File: src/rtl/fuse_rd_pkg.sv
// Shared constants and types for the fuse read controller.
// Assumes a byte-addressed register bus with 32-bit registers.
package fuse_rd_pkg;
    localparam logic [7:0] OFS_CTRL  = 8'h00;
    localparam logic [7:0] OFS_SET   = 8'h04;
    localparam logic [7:0] OFS_CLR   = 8'h08;
    localparam logic [7:0] OFS_TIME  = 8'h10;
    localparam logic [7:0] OFS_PDATA = 8'h20;
    localparam logic [7:0] OFS_TRIG  = 8'h30;
    localparam logic [7:0] OFS_RDATA = 8'h40;

    localparam logic [15:0] UNLOCK_KEY = 16'h3E77;
    localparam logic [31:0] POISON     = 32'hBADA_BADA;

    localparam int ERR_BIT    = 9;
    localparam int KEY_LSB    = 16;
    localparam int RLX_W      = 4;
    localparam int RDS_W      = 6;
    localparam int TM_RLX_LSB = 12;
    localparam int TM_RDS_LSB = 16;
    localparam int TM_W       = TM_RDS_LSB + RDS_W;

    typedef enum logic [1:0] {
        PH_IDLE,
        PH_RELAX1,
        PH_STROBE,
        PH_RELAX2
    } phase_e;
endpackage

File: src/rtl/fuse_rd_strobe_len.sv
// Computes the strobe-high length of a read from the relax and read strobe
// counts: read count minus both relax phases, never less than one cycle.
// Purely combinational; assumes the field widths from the package.
module fuse_rd_strobe_len
    import fuse_rd_pkg::*;
(
    input  logic [RLX_W-1:0] relax_i,
    input  logic [RDS_W-1:0] rdcnt_i,
    output logic [RDS_W-1:0] len_o
);
    localparam int CW = RDS_W + 2;

    logic [CW-1:0] two_relax;
    logic [CW-1:0] total;

    // Subtract both relax phases from the total, clamping to one cycle.
    always_comb begin
        two_relax = (CW'(relax_i) + CW'(1)) << 1;
        total     = CW'(rdcnt_i);
        if (total > two_relax) begin
            len_o = RDS_W'(total - two_relax);
        end else begin
            len_o = RDS_W'(1);
        end
    end
endmodule

File: src/rtl/fuse_rd_seq.sv
// Phase sequencer: on start it latches the address and timing, then runs
// relax, strobe and relax phases and captures the array word and fault at
// the end of the strobe. Assumes start only arrives while idle.
module fuse_rd_seq
    import fuse_rd_pkg::*;
#(
    parameter int FUSE_AW = 7
) (
    input  logic               clk,
    input  logic               rst_n,
    input  logic               start_i,
    input  logic [FUSE_AW-1:0] addr_i,
    input  logic [RLX_W-1:0]   relax_i,
    input  logic [RDS_W-1:0]   rdcnt_i,
    input  logic [31:0]        fuse_data_i,
    input  logic               fuse_fail_i,
    output logic               busy_o,
    output logic               fuse_strobe_o,
    output logic [FUSE_AW-1:0] fuse_addr_o,
    output logic               done_o,
    output logic               done_fail_o,
    output logic [31:0]        done_data_o
);
    localparam logic [RDS_W-1:0] ONE = RDS_W'(1);

    phase_e             phase_q;
    logic [RDS_W-1:0]   cnt_q;
    logic [RLX_W-1:0]   relax_q;
    logic [RDS_W-1:0]   slen_q;
    logic [RDS_W-1:0]   slen_w;
    logic [FUSE_AW-1:0] addr_q;
    logic [31:0]        cap_data_q;
    logic               cap_fail_q;

    fuse_rd_strobe_len i_len (
        .relax_i (relax_i),
        .rdcnt_i (rdcnt_i),
        .len_o   (slen_w)
    );

    // Phase state machine with a down-counter per phase.
    always_ff @(posedge clk) begin
        if (!rst_n) begin
            phase_q    <= PH_IDLE;
            cnt_q      <= '0;
            relax_q    <= '0;
            slen_q     <= '0;
            addr_q     <= '0;
            cap_data_q <= '0;
            cap_fail_q <= 1'b0;
        end else begin
            case (phase_q)
                PH_IDLE: begin
                    if (start_i) begin
                        phase_q <= PH_RELAX1;
                        cnt_q   <= RDS_W'(relax_i);
                        relax_q <= relax_i;
                        slen_q  <= slen_w;
                        addr_q  <= addr_i;
                    end
                end
                PH_RELAX1: begin
                    if (cnt_q == '0) begin
                        phase_q <= PH_STROBE;
                        cnt_q   <= slen_q - ONE;
                    end else begin
                        cnt_q <= cnt_q - ONE;
                    end
                end
                PH_STROBE: begin
                    if (cnt_q == '0) begin
                        phase_q    <= PH_RELAX2;
                        cnt_q      <= RDS_W'(relax_q);
                        cap_data_q <= fuse_data_i;
                        cap_fail_q <= fuse_fail_i;
                    end else begin
                        cnt_q <= cnt_q - ONE;
                    end
                end
                PH_RELAX2: begin
                    if (cnt_q == '0) begin
                        phase_q <= PH_IDLE;
                    end else begin
                        cnt_q <= cnt_q - ONE;
                    end
                end
                default: phase_q <= PH_IDLE;
            endcase
        end
    end

    // Decode outputs from the phase register.
    always_comb begin
        busy_o        = (phase_q != PH_IDLE);
        fuse_strobe_o = (phase_q == PH_STROBE);
        fuse_addr_o   = addr_q;
        done_o        = (phase_q == PH_RELAX2) && (cnt_q == '0);
        done_fail_o   = cap_fail_q;
        done_data_o   = cap_data_q;
    end

    // the register block never starts a read that is already running.
    p_start_idle_r8: assert property (@(posedge clk) disable iff (!rst_n)
        start_i |-> phase_q == PH_IDLE);

    // the strobe is always preceded by a first relax phase.
    p_strobe_entry_r6: assert property (@(posedge clk) disable iff (!rst_n)
        $rose(fuse_strobe_o) |-> $past(phase_q) == PH_RELAX1);

    // the strobe is always followed by a second relax phase.
    p_strobe_exit_r6: assert property (@(posedge clk) disable iff (!rst_n)
        $fell(fuse_strobe_o) |-> phase_q == PH_RELAX2);

    // no strobe phase of zero length is ever entered.
    p_strobe_len_r6: assert property (@(posedge clk) disable iff (!rst_n)
        (phase_q == PH_RELAX1 && cnt_q == '0) |-> slen_q != '0);
endmodule

File: src/rtl/fuse_rd_regs.sv
// Register file: control register with set and clear aliases, timing,
// program data, trigger and read data. Decides whether a trigger is accepted
// and owns the sticky error flag. Assumes one bus write per cycle.
module fuse_rd_regs
    import fuse_rd_pkg::*;
#(
    parameter int          BUS_AW     = 8,
    parameter int          FUSE_AW    = 7,
    parameter logic [31:0] TIMING_RST = 32'h000C_1100
) (
    input  logic               clk,
    input  logic               rst_n,
    input  logic               we_i,
    input  logic [BUS_AW-1:0]  addr_i,
    input  logic [31:0]        wdata_i,
    output logic [31:0]        rdata_o,
    input  logic               busy_i,
    input  logic               done_i,
    input  logic               done_fail_i,
    input  logic [31:0]        done_data_i,
    output logic               start_o,
    output logic [FUSE_AW-1:0] faddr_o,
    output logic [RLX_W-1:0]   relax_o,
    output logic [RDS_W-1:0]   rdcnt_o
);
    logic [FUSE_AW-1:0] faddr_q;
    logic [15:0]        key_q;
    logic               err_q;
    logic [TM_W-1:0]    timing_q;
    logic [31:0]        pdata_q;
    logic [31:0]        rdata_q;

    logic wr_ctrl, wr_set, wr_clr, wr_time, wr_pdata;
    logic trig, key_ok, accept, reject, clr_err;
    logic [FUSE_AW-1:0] w_addr;
    logic [15:0]        w_key;

    // Decode bus writes and the trigger decision.
    always_comb begin
        wr_ctrl  = we_i && (addr_i == BUS_AW'(OFS_CTRL));
        wr_set   = we_i && (addr_i == BUS_AW'(OFS_SET));
        wr_clr   = we_i && (addr_i == BUS_AW'(OFS_CLR));
        wr_time  = we_i && (addr_i == BUS_AW'(OFS_TIME));
        wr_pdata = we_i && (addr_i == BUS_AW'(OFS_PDATA));
        trig     = we_i && (addr_i == BUS_AW'(OFS_TRIG)) && wdata_i[0];
        key_ok   = (key_q == 16'h0000) || (key_q == UNLOCK_KEY);
        accept   = trig && !busy_i && !err_q && key_ok;
        reject   = trig && !accept;
        clr_err  = wr_clr && wdata_i[ERR_BIT];
        w_addr   = wdata_i[FUSE_AW-1:0];
        w_key    = wdata_i[KEY_LSB +: 16];
    end

    // Address field: frozen while a read is running.
    always_ff @(posedge clk) begin
        if (!rst_n) begin
            faddr_q <= '0;
        end else if (!busy_i) begin
            if (wr_ctrl)     faddr_q <= w_addr;
            else if (wr_set) faddr_q <= faddr_q | w_addr;
            else if (wr_clr) faddr_q <= faddr_q & ~w_addr;
        end
    end

    // Key field: updated by any of the three control addresses.
    always_ff @(posedge clk) begin
        if (!rst_n)       key_q <= '0;
        else if (wr_ctrl) key_q <= w_key;
        else if (wr_set)  key_q <= key_q | w_key;
        else if (wr_clr)  key_q <= key_q & ~w_key;
    end

    // Sticky error: set by failures, cleared only through the clear alias.
    always_ff @(posedge clk) begin
        if (!rst_n)                           err_q <= 1'b0;
        else if (reject || (done_i && done_fail_i)) err_q <= 1'b1;
        else if (clr_err)                     err_q <= 1'b0;
    end

    // Timing and program-data storage.
    always_ff @(posedge clk) begin
        if (!rst_n) begin
            timing_q <= TIMING_RST[TM_W-1:0];
            pdata_q  <= '0;
        end else begin
            if (wr_time)  timing_q <= wdata_i[TM_W-1:0];
            if (wr_pdata) pdata_q  <= wdata_i;
        end
    end

    // Read data: array word or poison on completion, poison on idle refusal.
    always_ff @(posedge clk) begin
        if (!rst_n)                 rdata_q <= '0;
        else if (done_i)            rdata_q <= done_fail_i ? POISON : done_data_i;
        else if (reject && !busy_i) rdata_q <= POISON;
    end

    // Register read mux and sequencer-facing outputs.
    always_comb begin
        case (addr_i)
            BUS_AW'(OFS_CTRL), BUS_AW'(OFS_SET), BUS_AW'(OFS_CLR):
                rdata_o = {key_q, 6'd0, err_q, busy_i, 1'b0, 7'(faddr_q)};
            BUS_AW'(OFS_TIME):  rdata_o = 32'(timing_q);
            BUS_AW'(OFS_PDATA): rdata_o = pdata_q;
            BUS_AW'(OFS_RDATA): rdata_o = rdata_q;
            default:            rdata_o = '0;
        endcase
        start_o = accept;
        faddr_o = faddr_q;
        relax_o = timing_q[TM_RLX_LSB +: RLX_W];
        rdcnt_o = timing_q[TM_RDS_LSB +: RDS_W];
    end

    // an array fault leaves poison and the error flag.
    p_fail_poison_r7: assert property (@(posedge clk) disable iff (!rst_n)
        (done_i && done_fail_i) |=> (rdata_q == POISON) && err_q);

    // the error flag only drops through the clear alias bit.
    p_err_sticky_r9: assert property (@(posedge clk) disable iff (!rst_n)
        (err_q && !clr_err) |=> err_q);

    // the address field holds while busy.
    p_addr_hold_r10: assert property (@(posedge clk) disable iff (!rst_n)
        (busy_i && $past(busy_i)) |-> $stable(faddr_q));
endmodule

File: src/rtl/fuse_rd_ctrl.sv
// Top of the fuse read controller: joins the register file to the phase
// sequencer and exposes the register bus and the fuse array pins.
// Assumes the array presents data and fault combinationally from the address.
module fuse_rd_ctrl
    import fuse_rd_pkg::*;
#(
    parameter int          BUS_AW     = 8,
    parameter int          FUSE_AW    = 7,
    parameter logic [31:0] TIMING_RST = 32'h000C_1100
) (
    input  logic               clk,
    input  logic               rst_n,
    input  logic               bus_we,
    input  logic [BUS_AW-1:0]  bus_addr,
    input  logic [31:0]        bus_wdata,
    output logic [31:0]        bus_rdata,
    output logic               fuse_strobe,
    output logic [FUSE_AW-1:0] fuse_addr,
    input  logic [31:0]        fuse_data,
    input  logic               fuse_fail
);
    logic               busy;
    logic               start;
    logic               done;
    logic               done_fail;
    logic [31:0]        done_data;
    logic [FUSE_AW-1:0] faddr;
    logic [RLX_W-1:0]   relax;
    logic [RDS_W-1:0]   rdcnt;

    fuse_rd_regs #(
        .BUS_AW     (BUS_AW),
        .FUSE_AW    (FUSE_AW),
        .TIMING_RST (TIMING_RST)
    ) i_regs (
        .clk         (clk),
        .rst_n       (rst_n),
        .we_i        (bus_we),
        .addr_i      (bus_addr),
        .wdata_i     (bus_wdata),
        .rdata_o     (bus_rdata),
        .busy_i      (busy),
        .done_i      (done),
        .done_fail_i (done_fail),
        .done_data_i (done_data),
        .start_o     (start),
        .faddr_o     (faddr),
        .relax_o     (relax),
        .rdcnt_o     (rdcnt)
    );

    fuse_rd_seq #(
        .FUSE_AW (FUSE_AW)
    ) i_seq (
        .clk           (clk),
        .rst_n         (rst_n),
        .start_i       (start),
        .addr_i        (faddr),
        .relax_i       (relax),
        .rdcnt_i       (rdcnt),
        .fuse_data_i   (fuse_data),
        .fuse_fail_i   (fuse_fail),
        .busy_o        (busy),
        .fuse_strobe_o (fuse_strobe),
        .fuse_addr_o   (fuse_addr),
        .done_o        (done),
        .done_fail_o   (done_fail),
        .done_data_o   (done_data)
    );

    // the array is strobed only inside a busy read.
    p_strobe_busy_r6: assert property (@(posedge clk) disable iff (!rst_n)
        fuse_strobe |-> busy);
endmodule

File: config.mk
export PLATFORM = sky130hd
export DESIGN_NAME = fuse_rd_ctrl
export DESIGN_NICKNAME = d
export VERILOG_FILES = /design/src/rtl/fuse_rd_pkg.sv /design/src/rtl/fuse_rd_strobe_len.sv /design/src/rtl/fuse_rd_seq.sv /design/src/rtl/fuse_rd_regs.sv /design/src/rtl/fuse_rd_ctrl.sv
export SDC_FILE = /design/constraint.sdc
export NUM_CORES = 1
export LEC_CHECK = 0
export BUFFER_PORTS_ARGS = -buffer_cell sky130_fd_sc_hd__buf_2
export CORE_UTILIZATION = 50
export CTS_CLUSTER_DIAMETER = 80
export CTS_CLUSTER_SIZE = 24
export DETAILED_ROUTE_END_ITERATION = 7
export PLACE_DENSITY_LB_ADDON = 0.25
export SETUP_SLACK_MARGIN = 0.4
export SYNTH_ARGS = -nofsm -noshare
export SYNTH_HDL_FRONTEND = slang
export SYNTH_SLANG_ARGS = --single-unit
File: constraint.sdc
create_clock -name clk -period 3.52 [get_ports clk]
set_clock_uncertainty 0.2 [all_clocks]
set_input_delay 0.176 -clock clk [delete_from_list [all_inputs] [get_ports clk]]
set_output_delay 0.176 -clock clk [all_outputs]
set_load 0.05 [all_outputs]
# After elaboration in Yosys (flattened, before gate mapping)
# Cells that the tools add are included.
# totals
inputBits	76
out_inout_bits	40
ff_bits	168
# classes
reduce_logical	34
magnitude_cmp	1
bitwise	7
muxes	23
n_eq_ne	15
add_sub_neg	4
# ops
op	count
case mux 32 bit (4 select lines)	1
2-to-1 mux 32 bit	3
2-to-1 mux 16 bit	3
2-to-1 mux 6 bit	5
case mux 6 bit (4 select lines)	1
2-to-1 mux 7 bit	3
AND 16 bit	1
equality test 16 x 14 -> 1 bit (second input constant)	1
equality test 8 x 6 -> 1 bit (second input constant)	2
logical NOT 16 bit	1
NOT 16 bit	1
bitwise OR 16 bit	1
logical AND 1 bit	15
subtractor 6 x 1 -> 6 bit (second input constant)	2
equality test 8 x 3 -> 1 bit (second input constant)	1
equality test 8 x 4 -> 1 bit (second input constant)	1
equality test 8 x 5 -> 1 bit (second input constant)	1
equality test 8 x 7 -> 1 bit (second input constant)	1
greater-than comparator 6 x 8 -> 1 bit	1
logical NOT 8 bit	1
2-to-1 mux 2 bit	4
case mux 2 bit (4 select lines)	1
AND reduction 2 bit	4
AND 7 bit	1
other kinds (18)	28

# Logic depth before layout (Yosys ltp)
# Gate-level depths: netlist of run 1.
# depth
depth_word	11
ltp_mapped	9
ltp_nobuf	9

# Hierarchy
# A second synthesis of run 1 with hierarchy kept.
# hier_totals
cells_unflattened	980
hier_area_um2	8205.4
# by_module_without_submodules
module	n_inst	area_per_inst_um2	seq_area_each_um2	cells_per_inst
fuse_rd_regs	1	5193.7	2202.1	613
fuse_rd_seq	1	2673.8	1161.1	326
fuse_rd_strobe_len	1	337.8	0.0	41

# Worst setup path after synthesis of run 1
# OpenSTA, ideal clock, no wires.
# synth_path
path_type	input-to-output
start	input bus_addr[2]
end	output bus_rdata[16]
setup_slack_ps	1163
path_stages	6
arrival_ps	1981
path_buffers	2
path_cell_list	or4_1 -> buf_2 -> nor4b_4 -> clkbuf_1 -> a222oi_1 -> nand2_1
# synth_via
elab_chain_cells	3
word_cells_on_any_way	8
cone_classes	5 x eq/ne; 1 x mux; 2 x reduce/logical
# synth_lines
element	line	rtl
from (decl)	fuse_rd_ctrl.sv:14	input logic [BUS_AW-1:0] bus_addr,
equality test 8 x 4 -> 1 bit, or another cell as far along	fuse_rd_regs.sv:100	case (addr_i)
OR reduction 3 bit	fuse_rd_regs.sv:100	
case mux 32 bit (4 select lines) (*)	fuse_rd_regs.sv:100	
to (decl)	fuse_rd_ctrl.sv:16	output logic [31:0] bus_rdata,
# Every way passes the cells marked *; elsewhere a longest branch is shown, timed or not.

# Worst setup path after layout of run 1
# layout_path
start	input bus_addr[3]
end	output bus_rdata[11]
# The elaborated chain is that of the path after synthesis.

==> impl_metrics.json, run 1 <==
{
  "status": "finished clean",
  "grt_pass1_wl_um": 33800,
  "power_density_nw_per_um2": 461,
  "htreeDepth": 4,
  "start_kind": "primary input",
  "tritoncts": "built",
  "ys.flop_type": "dfxtp_1",
  "p_sw_mw": 1.10,
  "grt_antenna_before_repair": 0,
  "nets": 1158,
  "reg2reg_from": "i_seq.cnt_q[1]",
  "dieWidth_um": 124,
  "cts_resized": 0,
  "cp_slowest_cell": "or4_1",
  "area_growth_pct": 26.8,
  "synth_xor_area_frac": 0.00943,
  "post-cts-setup-buffers": 0,
  "ys_ff_latch": 168,
  "gr-usage-all-layers": 0.287,
  "seq_area_frac_synth": 0.453,
  "clkSinkCount": 168,
  "slew_headroom": 0.453,
  "synthCells": 915,
  "rsz0062_at_grt": "no",
  "clock.fmax_mhz": 363,
  "drcViolationCount": 0,
  "path_buf_inv": 4,
  "path_class": "in -> out",
  "die_h_um": 124,
  "finalSetupTns_ns": 0,
  "worstSkewPairLatency_ns": 0.42,
  "period_share": 0.782,
  "synth.area.mux_share": 0.0217,
  "route.vias.total": 7381,
  "synth_top_family_by_area": "compound AO/OA/AOI/OAI gates",
  "final_layout_size_suffix_gt1_frac": 0.192,
  "crit_required_ns": 3.14,
  "setup_viol": 0,
  "syn_nets": 1005,
  "fp.coreArea_um2": 14500,
  "drt_iter0_drc": 868,
  "syn_avg_cell_area_um2": 8.12,
  "critPathCaptureType": "primary output",
  "dpl.hpwl_um": 14600,
  "utilization": 0.648,
  "worst_slack_ns": 0.768,
  "critPathTopFamily": "simple AND/OR/NAND/NOR gates",
  "final_cells": 1265,
  "leakage_nw": 3.80,
  "crit_arrival_ns": 2.38,
  "whs_ns": 0.0198,
  "critPathMaxFanout": 32,
  "synth_fa_ha_area_frac": 0.0246,
  "min_path_cells": 4,
  "pre_cts_ws_ns": 0.779,
  "wl_per_cell_um": 17.2,
  "startpoint": "bus_addr[3]",
  "hp-start": "bus_addr[3]",
  "io_pins": 116,
  "cpMostUsedCell": "buf_2",
  "drt-total-wl_um": 21700,
  "yosys.area_share.simple": 0.214,
  "hold_buffers": 66,
  "vdd_drop_max_mv": 0.362,
  "clkSlewWorstSetupHoldPaths_ns": 0.06,
  "drv_cap": 0,
  "ant_nets": 0,
  "p_comb_frac": 0.120,
  "synth_edf_count": 0,
  "r2r_cells": 8,
  "stdcell_area_um2": 9420,
  "slew_viol_final": 0,
  "grt_pass1_vias": 6618,
  "syn_area_um2": 7430,
  "grt-ovfl-total": 0,
  "grt_max_degree": 64,
  "start_util": 0.511,
  "fin_crit_ns": 2.75,
  "synth_cell_type_count": 57,
  "async_flop_share": 0,
  "finalHoldViolCount": 0,
  "place_inst": 1167,
  "first_pass_iters": 8,
  "crit_chain": "buf_2, or4_1, nor4_4, buf_4, a222oi_1, inv_1, buf_2",
  "tightest_slew_ns": 0.819,
  "synth_compound_area_frac": 0.223,
  "pwr-share-clk": 0.430,
  "p_int_mw": 3.24,
  "gp_congestion": 0.933,
  "yosysWarnings": 0,
  "worst-path-stages": 7,
  "power_frac_seq": 0.449,
  "swShare": 0.254,
  "fill_cells": 1287,
  "io_buffers": 115,
  "diodes": 0,
  "placed_area_um2": 8170,
  "fp-row-count": 44,
  "total_power_mw": 4.35,
  "hp-class": "in -> reg",
  "slowest_delay_ns": 0.76,
  "route.detailed.vias_per_inst": 5.83,
  "cts-root-buf": "clkbuf_16",
  "cts_buffer_depth": 2,
  "die-area_um2": 15300,
  "cts_made_buffers": 17
}
## worst paths after layout
kind / slack [ns] / endpoint
setup / recovery: 0.77 / bus_rdata[11]
hold / removal: 0.02 / i_regs.err_q
setup reg to reg: 0.82 / i_seq.cnt_q[2]
hold reg to reg: 0.26 / i_regs.pdata_q[8]
## power groups by stage
stage               logic (mW)  registers [mW]  clock network (mW)
floorplan                0.299            1.99                   0
global placement         0.447            1.99                   0
detailed placement       0.452            2.00                   0
CTS                      0.513            1.95                1.88
global route             0.574            1.96                1.95
finish                   0.523            1.95                1.87
## synth_stat cells, types with 13 or more instances
cell	n	area [um2]
a222oi_1	32	320
inv_1	31	116
o21ai_0	30	150
ha_1	13	163
mux2i_1	15	150
o221a_2	20	225
clkbuf_1	60	225
o22ai_1	16	100
nand3_1	21	105
nand2_1	243	912
a22oi_1	17	128
a21oi_1	106	531
nor2_1	43	161
dfxtp_1	168	3360
## cell families (layout without fill, tap and decap cells)
group           Yosys count  count (layout)
flops                   168             168
simple gates            362             362
compound gates          246             246
buf+inv                 101             267
mux                      16              16
xor+xnor                  8               8
fa+ha+maj                14              14
## layout make-up
type / instances / area, um2 / area share
Sequential cell: 168 / 3360 / 0.357
Tap cell: 184 / 230 / 0.0244
Timing Repair Buffer: 203 / 1410 / 0.150
Clock inverter: 11 / 123 / 0.0130
Clock buffer: 21 / 470 / 0.0499
Inverter: 32 / 121 / 0.0129
Multi-Input combinational cell: 646 / 3700 / 0.393
## worst min-delay path: cells and delay by family
family	cells	cell delay, ns
buf+inv	1	0.14
simple gates	1	0.09
compound gates	2	0.20
## cells in the final DEF (no fill, tap or decap), types with 20 or more instances in the layout
| cell type | instances |
|---|---|
| a21oi_1 | 106 |
| a222oi_1 | 32 |
| buf_2 | 115 |
| buf_4 | 21 |
| dfxtp_1 | 168 |
| dlygate4sd3_1 | 66 |
| inv_1 | 31 |
| nand2_1 | 243 |
| nand3_1 | 21 |
| nor2_1 | 43 |
| o21ai_0 | 30 |
| o221a_2 | 20 |
## per-layer routing
metal  vias to the layer above  GRT usage  share of wire
li1                       3535          -              -
met1                      3456      0.388           0.43
met2                       340      0.451           0.46
met3                        50     0.0559          0.082
met4                         0      0.113          0.028
met5                         -          0              0
Note: power is estimated with default switching activity, not from simulation.
==> run 2, diff against run 1 <==
Settings changed: ABC_AREA from default to 1.
Clock period 3.52 ns to 2.66 ns, I/O delays scaled along.
==> run 2 against run 1 <==
  * Area after synthesis up 7.0%
  * Die area increased by 6.9%
  * First-iteration DRC count shrank 27%
  * Sequential power up 30%
  * Synthesized cell count grew 21%
  * Critical path depth unchanged
  * Power grew 28%
  * Utilization about the same
  * Cell count rose by 18%
  * Register-to-register slack got worse by 0.29 ns
  * Routed wire length increased by 9.6%
  * Sequential cell count unchanged
==> impl_metrics.json, run 2 <==
{
  "seq_area_um2": 3370,
  "fin_crit_ns": 2.13,
  "critPathCaptureType": "flip-flop",
  "path_class": "reg -> reg",
  "final_common_cell": "nand2_1",
  "leakage_nw": 4.20,
  "cts_made_buffers": 17,
  "cts_buffer_depth": 2,
  "power_density_nw_per_um2": 557,
  "yosys.area.top_type": "dfxtp_1",
  "tightest_slew_ns": 0.862,
  "clkSlewWorstSetupHoldPaths_ns": 0.06,
  "yosysMostFrequentCell": "nand2_1",
  "grt_pass1_vias": 7243,
  "fp.coreArea_um2": 15400,
  "cpMostUsedCell": "inv_1",
  "worstSkewPairLatency_ns": 0.44,
  "pre_cts_ws_ns": 0.358,
  "grt_antenna_before_repair": 0,
  "crit_arrival_ns": 2.22,
  "syn_nets": 1197,
  "grt_pass1_wl_um": 36900,
  "area_growth_pct": 25.4,
  "rsz0062_at_grt": "no",
  "clock.fmax_mhz": 470,
  "synth_edf_count": 0,
  "setup_viol": 0,
  "period_share": 0.800,
  "syn_avg_cell_area_um2": 7.18,
  "tritoncts": "built",
  "gr-usage-all-layers": 0.293,
  "htreeDepth": 4,
  "dieWidth_um": 128,
  "slew_headroom": 0.425,
  "drt-total-wl_um": 23800,
  "slew_viol_final": 0,
  "final_layout_size_suffix_gt1_frac": 0.174,
  "synth.top_cells.by_count": "nand2_1, nor2_1, dfxtp_1, o21ai_0, inv_1",
  "synth_area_leaders": "dfxtp_1, nand2_1, nor2_1",
  "grt-ovfl-total": 0,
  "finalHoldViolCount": 0,
  "worst_slack_ns": 0.531,
  "io_pins": 116,
  "finalSetupTns_ns": 0,
  "nets": 1362,
  "gp_congestion": 0.954,
  "vdd_drop_max_mv": 0.676,
  "io_buffers": 115,
  "cp_slowest_cell": "nor3_2",
  "syn_area_um2": 7950,
  "start_kind": "flip-flop",
  "final_cell_mix": "nand2_1, nor2_1, dfxtp_1, o21ai_0, buf_2",
  "status": "finished clean",
  "seq_area_frac_synth": 0.423,
  "post-cts-setup-buffers": 0,
  "die-area_um2": 16400,
  "yosysWarnings": 0,
  "r2r_setup_slack_ns": 0.53,
  "route.vias.total": 7919,
  "netlist.area_leader.share": 0.423,
  "hp-class": "in -> reg",
  "diodes": 0,
  "start_util": 0.517,
  "route.detailed.vias_per_inst": 5.30,
  "synth_cell_type_count": 38,
  "drt_iter0_drc": 637,
  "ys_ff_latch": 168,
  "first_pass_iters": 6,
  "ys.flop_type": "dfxtp_1",
  "fp-row-count": 45,
  "critPathMaxFanout": 11,
  "grt_max_degree": 101,
  "drv_cap": 0,
  "die_h_um": 128,
  "crit_required_ns": 2.75,
  "fill_cells": 1353,
  "multi_input_area_um2": 3930,
  "crit_chain": "inv_1, ha_2, inv_1, nor3_2, o21ai_0, nand2_1, a21oi_1",
  "wl_per_cell_um": 15.9,
  "ant_nets": 0,
  "drcViolationCount": 0,
  "dpl.hpwl_um": 15500,
  "async_flop_share": 0,
  "slowest_delay_ns": 0.54,
  "synthCells": 1107,
  "cts-root-buf": "clkbuf_16",
  "clkSinkCount": 168
}
[run 2: cell types whose count changed in the layout (fill, tap and decap cells not counted), sizes merged, moves of 9 or more]
cell    delta
o221a     -20
mux2i     -15
a222oi    -32
nor2     +157
a22oi     -17
o21ai     +94
o22ai     -16
a21oi     -19
a211oi    +17
inv       +71
nand2      +9
[run 2: cells by family (layout without fill, tap and decap cells)]
kind of cell,after synthesis,count (layout),synth area share
compound gates,258,258,0.190
simple gates,502,503,0.267
buf+inv,156,332,0.0869
flops,168,168,0.423
xor+xnor,9,9,0.00992
fa+ha+maj,14,14,0.0230
[run 2: worst paths after layout]
check,startpoint,to,depth (start not counted)
max,i_seq.phase_q[0],flip-flop,7
min,rst_n,i_regs.rdata_q[21],3
max reg2reg,i_seq.phase_q[0],flip-flop,7
min reg2reg,i_regs.timing_q[8],i_regs.timing_q[8],2
[run 2: routing by layer]
metal / GRT usage / routed length, um / up-vias
met5: 0 / 0 / -
met4: 0.0920 / 537 / 0
met3: 0.0710 / 2030 / 44
met2: 0.463 / 10700 / 348
met1: 0.394 / 10500 / 3590
li1: - / - / 3937
[run 2: what timing repair did]
action                     CTS  global route
setup endpoints to repair    9            40
pin swaps                    0             2
gates resized for setup      1            12
cloned                       0             1
hold buffers                67             0
hold endpoints to repair   112             0
[run 2: final cells by class]
| class | count | area share |
|---|---|---|
| sequential | 168 | 0.338 |
| multi-input combinational | 784 | 0.394 |
| timing repair buffer | 202 | 0.142 |
| clock inverter | 13 | 0.0193 |
| tap | 211 | 0.0265 |
| inverter | 99 | 0.0379 |
| clock buffer | 18 | 0.0431 |
[run 2: worst max-delay path, delay by kind of cell (launching register included)]
kind,cells,cell delay [ns]
buf+inv,2,0.32
compound gates,2,0.22
flops,1,0.33
simple gates,2,0.63
fa+ha+maj,1,0.28
[run 2: where the power goes]
| group | internal, mW | total [mW] | switching [mW] |
|---|---|---|---|
| clock | 1.58 | 2.62 | 1.04 |
| combinational | 0.170 | 0.392 | 0.222 |
| sequential | 2.52 | 2.53 | 0.00814 |
[run 2: per-stage QoR]
stage / hold WS, ns / power [mW] / std cells / util / cell area [um2]
4_1_cts: 0.0306 / 5.56 / 1494 / 0.646 / 9930
5_1_grt: 0.0670 / 5.73 / 1495 / 0.648 / 9970
3_3_place_gp: 0.152 / 2.89 / 1396 / 0.561 / 8630
3_5_place_dp: 0.159 / 2.89 / 1396 / 0.561 / 8630
6_report: 0.0414 / 5.55 / 1495 / 0.648 / 9970
2_1_floorplan: 0.0593 / 2.77 / 1107 / - / 7950
